**src/rtl/cap_counter.sv**
```systemverilog
module cap_counter #(
  parameter int WIDTH = 16,
  parameter int DEPTH = 4
) (
  input  logic             clk,
  input  logic             rst_n,
  input  logic             en,
  input  logic             cnt_rst,
  input  logic             cap_in,
  input  logic             wr_en,
  input  logic [2:0]       wr_addr,
  input  logic [WIDTH-1:0] wr_data,
  input  logic             rd_en,
  input  logic [2:0]       rd_addr,
  output logic [WIDTH-1:0] rd_data,
  output logic             cmp_out,
  output logic             tc_out,
  output logic             irq
);
  localparam int PW = (DEPTH > 1) ? $clog2(DEPTH) : 1;
  localparam int LW = $clog2(DEPTH + 1);
  localparam logic [1:0] M_FREE = 2'd0, M_STOP = 2'd2, M_SHOT = 2'd3;

  logic [WIDTH-1:0] period_q, cmpv_q, count_q;
  logic [2:0]       op_q, mask_q, pend_q;
  logic [1:0]       mode_q;
  logic             down_q, running_q, tc_q, ovf_q;
  logic [2:0]       cap_sync;
  logic [WIDTH-1:0] fifo_q [DEPTH];
  logic [PW-1:0]    wptr_q, rptr_q;
  logic [LW-1:0]    level_q;

  logic restart, hw_reload, step, at_term, wrap, cap_rise, pop, full, push, drop;
  logic [WIDTH-1:0] start_val;

  assign restart   = wr_en && wr_addr == 3'd6;
  assign hw_reload = cnt_rst && mode_q != M_FREE;
  assign step      = en && running_q && !restart && !hw_reload;
  assign start_val = down_q ? period_q : '0;
  assign at_term   = down_q ? (count_q == '0) : (count_q >= period_q);
  assign wrap      = step && at_term;
  assign cap_rise  = cap_sync[1] && !cap_sync[2];
  assign pop       = rd_en && rd_addr == 3'd5 && level_q != '0;
  assign full      = level_q == LW'(DEPTH);
  assign push      = cap_rise && (!full || pop);
  assign drop      = cap_rise && full && !pop;
  assign tc_out    = tc_q;
  assign irq       = |(pend_q & mask_q);

  always_comb begin
    case (op_q)
      3'd0:    cmp_out = count_q <  cmpv_q;
      3'd1:    cmp_out = count_q <= cmpv_q;
      3'd2:    cmp_out = count_q >  cmpv_q;
      3'd3:    cmp_out = count_q >= cmpv_q;
      3'd4:    cmp_out = count_q == cmpv_q;
      default: cmp_out = 1'b0;
    endcase
  end

  always_ff @(posedge clk or negedge rst_n) begin
    if (!rst_n) begin
      count_q   <= '0;
      running_q <= 1'b1;
      tc_q      <= 1'b0;
    end else begin
      tc_q <= wrap;
      if (restart || hw_reload) begin
        count_q   <= start_val;
        running_q <= 1'b1;
      end else if (step) begin
        if (at_term) begin
          if (mode_q != M_STOP) count_q <= start_val;
          if (mode_q == M_STOP || mode_q == M_SHOT) running_q <= 1'b0;
        end else begin
          count_q <= down_q ? count_q - 1'b1 : count_q + 1'b1;
        end
      end
    end
  end

  always_ff @(posedge clk or negedge rst_n) begin
    if (!rst_n) begin
      period_q <= '1;
      cmpv_q   <= '0;
      op_q     <= 3'd0;
      mode_q   <= M_FREE;
      down_q   <= 1'b0;
      mask_q   <= 3'd0;
      pend_q   <= 3'd0;
      ovf_q    <= 1'b0;
      cap_sync <= 3'd0;
    end else begin
      cap_sync <= {cap_sync[1:0], cap_in};
      if (wr_en && wr_addr == 3'd0) period_q <= wr_data;
      if (wr_en && wr_addr == 3'd1) cmpv_q <= wr_data;
      if (wr_en && wr_addr == 3'd2) begin
        op_q   <= wr_data[2:0];
        mode_q <= wr_data[4:3];
        down_q <= wr_data[5];
      end
      if (wr_en && wr_addr == 3'd3) mask_q <= wr_data[2:0];
      pend_q <= (pend_q & ~((wr_en && wr_addr == 3'd4) ? wr_data[2:0] : 3'd0))
              | {cap_rise, cmp_out, wrap};
      ovf_q  <= (ovf_q && !(wr_en && wr_addr == 3'd4 && wr_data[3])) || drop;
    end
  end

  always_ff @(posedge clk or negedge rst_n) begin
    if (!rst_n) begin
      wptr_q  <= '0;
      rptr_q  <= '0;
      level_q <= '0;
    end else begin
      if (push) wptr_q <= (wptr_q == PW'(DEPTH - 1)) ? '0 : wptr_q + 1'b1;
      if (pop)  rptr_q <= (rptr_q == PW'(DEPTH - 1)) ? '0 : rptr_q + 1'b1;
      level_q <= level_q + LW'(push) - LW'(pop);
    end
  end

  always_ff @(posedge clk) begin
    if (push) fifo_q[wptr_q] <= count_q;
  end

  always_comb begin
    rd_data = '0;
    case (rd_addr)
      3'd0: rd_data = period_q;
      3'd1: rd_data = cmpv_q;
      3'd2: begin
        rd_data[2:0] = op_q;
        rd_data[4:3] = mode_q;
        rd_data[5]   = down_q;
      end
      3'd3: rd_data[2:0] = mask_q;
      3'd4: begin
        rd_data[2:0]    = pend_q;
        rd_data[3]      = ovf_q;
        rd_data[4]      = running_q;
        rd_data[5 +: LW] = level_q;
      end
      3'd5: if (level_q != '0) rd_data = fifo_q[rptr_q];
      3'd6: rd_data = count_q;
      default: rd_data = '0;
    endcase
  end
endmodule

```
**config.mk**
```make
export PLATFORM = sky130hd
export DESIGN_NAME = cap_counter
export DESIGN_NICKNAME = d
export VERILOG_FILES = /design/src/rtl/cap_counter.sv
export SDC_FILE = /design/constraint.sdc
export NUM_CORES = 1
export LEC_CHECK = 0
export BUFFER_PORTS_ARGS = -buffer_cell sky130_fd_sc_hd__clkbuf_2
export CAP_MARGIN = 20
export CELL_PAD_IN_SITES_DETAIL_PLACEMENT = 1
export CELL_PAD_IN_SITES_GLOBAL_PLACEMENT = 1
export CORE_MARGIN = 3
export CORE_UTILIZATION = 46
export CTS_CLUSTER_SIZE = 24
export DETAILED_ROUTE_END_ITERATION = 12
export GPL_TIMING_DRIVEN = 0
export PLACE_DENSITY_LB_ADDON = 0.1
export SYNTH_ARGS = -nofsm -noshare
export SYNTH_HDL_FRONTEND = slang
export SYNTH_SLANG_ARGS = --single-unit
```
**constraint.sdc**
```tcl
create_clock -name clk -period 4.3 [get_ports clk]
set_input_delay 0.86 -clock clk [delete_from_list [all_inputs] [get_ports clk]]
set_output_delay 0.86 -clock clk [all_outputs]
set_load 0.02 [all_outputs]
```
# ---- Word-level counts from Yosys, hierarchy flattened
# Memory sizes are Yosys's and may differ from the RTL's.
# Index checks and enable logic that the tools add are counted.
# W data, S select, Z words.
dict set report word_totals {
  ff_bits 73
  ram_bits 64
  output_inout_bits 19
  n_memories 1
}
dict set report op_classes {
  addsub 6
  n_lt_le_gt_ge 5
  eq_ne 23
  muxes 22
  n_bitwise 4
  n_reduce_logical 41
}
# name words word_bits rd rd_clocked_by_memory_dff wr line_no
set memory_table {}
lappend memory_table {fifo_q 4 16 1 0 1 29} ;# logic [WIDTH-1:0] fifo_q [DEPTH];
# cell n
set op_table {}
lappend op_table {{$mux W16} 7}
lappend op_table {{$ge A16 B16 Y1} 2}
lappend op_table {{$pmux W8 S4} 1}
lappend op_table {{$eq A3 B3 Y1 const B} 7}
lappend op_table {{$pmux W3 S7} 1}
lappend op_table {{$logic_and A1 B1 Y1} 19}
lappend op_table {{$eq A3 B2 Y1 const B} 6}
lappend op_table {{$pmux W3 S6} 1}
lappend op_table {{$add A16 B1 Y16 const B} 1}
lappend op_table {{$eq A16 B16 Y1} 1}
lappend op_table {{$gt A16 B16 Y1} 1}
lappend op_table {{$le A16 B16 Y1} 1}
lappend op_table {{$logic_not A16 Y1} 1}
lappend op_table {{$lt A16 B16 Y1} 1}
lappend op_table {{$sub A16 B1 Y16 const B} 1}
lappend op_table {{$pmux W2 S5} 1}
lappend op_table {{$eq A3 B1 Y1 const B} 3}
lappend op_table {{$logic_not A3 Y1} 3}
lappend op_table {{$eq A2 B2 Y1 const B} 4}
lappend op_table {{$reduce_bool A2 Y1} 4}
lappend op_table {{$mux W1} 7}
lappend op_table {{$and A3 B3 Y3} 2}
lappend op_table {{$logic_not A1 Y1} 6}
lappend op_table {{$pmux W1 S5} 1}
lappend op_table {{14 further kinds} 19}

# ---- Depth between registers and ports, before layout
dict set report logic_depth {
  depth_word 7
  ltp_mapped 15
  ltp_nobuf 12
}

# ---- Worst setup path after synthesis
# Ideal clock, no wire load.
dict set report synth_timing {
  path_kind {input port to flip-flop}
  start {input port rd_addr[0]}
  end {register level_q[2]}
  arrival_ps 3246
  t_required_ps 4174
  path_slack_ps 928
  stages 15
  n_path_buf 3
  path_cell_list {clkbuf_2 > o311a_1 > buf_2 > nor2b_1 > buf_2 > nand2_1 > a31oi_1 > inv_1 > ha_1 > inv_1 > ha_1 > inv_1 > fa_1 > xnor2_1 > xnor2_1}
}
dict set report synth_via {
  elab_chain_cells 7
}
# element line_no
set synth_rtl {}
lappend synth_rtl {{start, declared} 14} ;# input logic [2:0] rd_addr,
lappend synth_rtl {{$eq A3 B3 Y1 *} 43} ;# assign pop = rd_en && rd_addr == 3'd5 && level_q != '0;
lappend synth_rtl {{$logic_and A1 B1 Y1 * (2 in a row)} 43}
lappend synth_rtl {{$logic_or A1 B1 Y1} 45} ;# assign push = cap_rise && (!full || pop);
lappend synth_rtl {{$logic_and A1 B1 Y1} 45}
lappend synth_rtl {{$add A3 B1 Y3} 117} ;# level_q <= level_q + LW'(push) - LW'(pop);
lappend synth_rtl {{$sub A3 B1 Y3 *} 117}
lappend synth_rtl {{end signal, assigned} 117}
lappend synth_rtl {{end, declared} 31} ;# logic [LW-1:0] level_q;
# Mark *: on every way between the ends. The rest lies on a longest branch, timed or not.
# A chain may end at the register's enable or synchronous reset.

# ---- Worst setup path after layout
dict set report layout_timing {
  start {register rptr_q[0]}
  end {output port rd_data[5]}
}
dict set report layout_via {
  elab_chain_cells 3
}
# element line_no
set layout_rtl {}
lappend layout_rtl {{start, declared} 30} ;# logic [PW-1:0] wptr_q, rptr_q;
lappend layout_rtl {{start signal, assigned} 116} ;# if (pop) rptr_q <= (rptr_q == PW'(DEPTH - 1)) ? '0 : rptr_q + 1'b1;
lappend layout_rtl {{$mem_v2 Z4 W16} --}
lappend layout_rtl {{$mux W16} 142} ;# 3'd5: if (level_q != '0) rd_data = fifo_q[rptr_q];
lappend layout_rtl {{$pmux W3 S6} 127} ;# case (rd_addr)
lappend layout_rtl {{end, declared} 15} ;# output logic [WIDTH-1:0] rd_data,
# No other way between the ends.

==> results.sh <==
export IMPL_overflow=0
export IMPL_drtAntennaViolNets=0
export IMPL_synth_edf_count=64
export IMPL_grt_pass1_vias=6190
export IMPL_multi_input_area_sq_um=3435
export IMPL_seqCellArea_sq_um=3770
export IMPL_setup_viol=0
export IMPL_rows=46
export IMPL_grt_antenna_before_repair=0
export IMPL_core_area_sq_um=15940
export IMPL_cts_htree_levels=4
export IMPL_hold_viol=0
export IMPL_hold_buffers=0
export IMPL_final_layout_size_suffix_gt1_share_pct=18.68
export IMPL_startpoint_type="register"
export IMPL_seq_area_frac_synth_pct=50.25
export IMPL_antennaDiodeCount=0
export IMPL_die_y_um=133.7
export IMPL_clock_path_buffers=2
export IMPL_io_pins=48
export IMPL_max_cap_violations=0
export IMPL_rsz0062_at_grt="no"
export IMPL_clk_pin_slew_worst_paths_ns=0.06
export IMPL_grt_usage_pct=25.32
export IMPL_synth_distinct_cells=65
export IMPL_tns_ns=0
export IMPL_slew_headroom_pct=37.29
export IMPL_cts_tree="built"
export IMPL_wl_um=21300
export IMPL_grt_max_degree=53
export IMPL_fillCellCount=1752
export IMPL_fin_crit_sh_pct=87.98
export IMPL_post_cts_buffers=0
export IMPL_max_freq_mhz=264.3
export IMPL_maxSlewViolCount=0
export IMPL_initial_utilization_pct=47.06
export IMPL_numCtsBuffers=17
export IMPL_skew_ns=0.008172
export IMPL_netlist_instances=676
export IMPL_worstSetupPathType="reg -> out"
export IMPL_syn_num_nets=760
export IMPL_run_status="finished clean"
export IMPL_die_w_um=133.7
export IMPL_min_path_type="reg -> reg"
export IMPL_yosysWarnings=0
export IMPL_via_count=5683
export IMPL_fin_crit_ns=3.783
export IMPL_crit_arrival_ns=2.92
export IMPL_worst_slew_pin_slew_ns=0.9407
export IMPL_clock_latency_ns=0.43
export IMPL_post_cts_resized=0
export IMPL_worst_setup_path_end_kind="output pin"
export IMPL_async_reset_ff_share_pct=53.28
export IMPL_worst_hold_slack_ns=0.3573
export IMPL_firstDrtPassIters=5
export IMPL_avgSynthCellArea_sq_um=11.10
export IMPL_ys_ff_latch=137
export IMPL_worstPathRequired_ns=3.44
export IMPL_leakage_nw=3.628
export IMPL_gp_congestion=0.8696
export IMPL_nets=826
export IMPL_dr_first_iter_drc_count=299
export IMPL_crit_fanout=10
export IMPL_total_power_mw=5.913
export IMPL_cts_sinks=137
export IMPL_netlist_area_sq_um=7502
export IMPL_vias_per_cell=5.853
export IMPL_hpwl_um=16080
export IMPL_p_per_area_nw_per_um2=679.9
export IMPL_grt_pass1_wl_um=34510
export IMPL_io_buffers=46
export IMPL_root_buffer="clkbuf_16"
export IMPL_syn_to_final_growth_pct=15.93
export IMPL_wl_per_cell_um=21.93
export IMPL_die_area_sq_um=17880
export IMPL_synthFlopType="edfxtp_1"
export IMPL_ir_worst_vdd_uv=357.6
export IMPL_drc=0
==> power by group <==
part	switching, mW	total [mW]	internal, mW	leakage [nW]
sequential	0.412	2.16	1.75	1.45
combinational	1.18	2.09	0.905	1.86
clock	0.616	1.66	1.04	0.321
total	2.21	5.91	3.70	3.63
==> final cells by class <==
| class | instances | share of cell area, % |
|---|---|---|
| plain buffers | 31 | 1.439 |
| clock buffers | 17 | 4.891 |
| clock inverters | 15 | 2.748 |
| inverters | 46 | 1.985 |
| multi-input cells | 462 | 39.49 |
| flip-flops and latches | 137 | 43.35 |
| well taps | 216 | 3.107 |
| repair buffers | 47 | 2.992 |
==> final timing paths <==
| check | from | to | slack, ns | depth (start not counted) |
|---|---|---|---|---|
| min in group asynchronous | rst_n | cmpv_q[11] | 0.38 | 1 |
| hold reg to reg | cap_sync[0] | cap_sync[1] | 0.36 | 0 |
| setup / recovery | rptr_q[0] | rd_data[5] | 0.52 | 6 |
| hold / removal | cap_sync[0] | cap_sync[1] | 0.36 | 0 |
| max in group asynchronous | rst_n | running_q | 3.26 | 2 |
| setup reg to reg | level_q[1] | level_q[2] | 0.75 | 14 |
==> cell usage in the layout (no fill, tap or decap), types with 3 or more instances in the layout <==
master / count
a21o_1: 14
a21oi_1: 32
a221o_1: 7
a31oi_1: 11
and2_1: 6
buf_2: 6
bufinv_16: 5
clkbuf_1: 22
clkbuf_16: 17
clkbuf_2: 46
clkinv_4: 4
dfrtp_1: 56
dfstp_2: 17
edfxtp_1: 64
ha_1: 53
inv_1: 46
inv_6: 4
mux2_2: 13
mux2i_1: 16
mux4_2: 18
nand2_1: 68
nand2b_1: 6
nand3_1: 18
nand4_1: 9
nor2_1: 37
nor2b_1: 10
nor3_1: 9
nor4_1: 5
o21ai_0: 60
o21ai_1: 7
o22ai_1: 3
o31ai_1: 3
xnor2_1: 8
xor2_1: 6
==> state kept, by name, indices dropped and copies added (netlist names), 2 cells and up <==
signal / count
fifo_q: 64
cmpv_q: 16
count_q: 16
period_q: 16
cap_sync: 3
level_q: 3
mask_q: 3
op_q: 3
pend_q: 3
mode_q: 2
rptr_q: 2
wptr_q: 2
==> kinds of logic (layout without fill, tap and decap cells) <==
group | count (synthesis) | count (layout) | synth area share [%]
simple gates | 183 | 183 | 11.74
compound gates | 162 | 162 | 13.39
flops | 137 | 137 | 50.25
buf+inv | 77 | 156 | 3.969
fa+ha+maj | 55 | 55 | 9.373
mux | 48 | 48 | 9.640
xor+xnor | 14 | 14 | 1.634
==> per-stage QoR <==
| stage | instance area (sq um) | util, % | setup WS, ns | cells |
|---|---|---|---|---|
| 6_report | 8697 | 54.55 | 0.5170 | 971 |
| 3_5_place_dp | 8033 | 50.38 | 0.3097 | 939 |
| 5_1_grt | 8697 | 54.55 | 0.2489 | 971 |
| 4_1_cts | 8697 | 54.55 | 0.4063 | 971 |
| 3_3_place_gp | 8003 | 50.20 | 0.4645 | 938 |
| 2_1_floorplan | 7502 | - | 0.9279 | 676 |
==> critical path, cell delays in order (launching register included) <==
cell	delay (ns)
dfrtp_1	0.35
clkbuf_1	0.61
buf_2	0.46
mux4_2	0.59
a21oi_1	0.17
o22ai_1	0.11
clkbuf_2	0.19
==> synthesized netlist by cell type (7+ instances only) <==
cell	number	share of area, %
a21o_1	14	1.4
a21oi_1	32	2.1
a221o_1	7	0.93
a31oi_1	11	0.92
clkbuf_1	22	1.1
dfrtp_1	56	19
dfstp_2	17	6.0
edfxtp_1	64	26
ha_1	53	8.8
inv_1	46	2.3
mux2_2	13	2.0
mux2i_1	16	2.1
mux4_2	18	5.4
nand2_1	68	3.4
nand3_1	18	1.2
nand4_1	9	0.75
nor2_1	37	1.9
nor2b_1	10	0.83
nor3_1	9	0.60
o21ai_0	60	4.0
o21ai_1	7	0.47
xnor2_1	8	0.93
==> metal layers <==
metal | track usage (%) | wire length [um]
met1 | 33.27 | 9324
met2 | 42.64 | 10580
met3 | 4.418 | 995
met4 | 8.629 | 400
met5 | 0 | 0
Note: power is estimated with default switching activity, not from simulation.
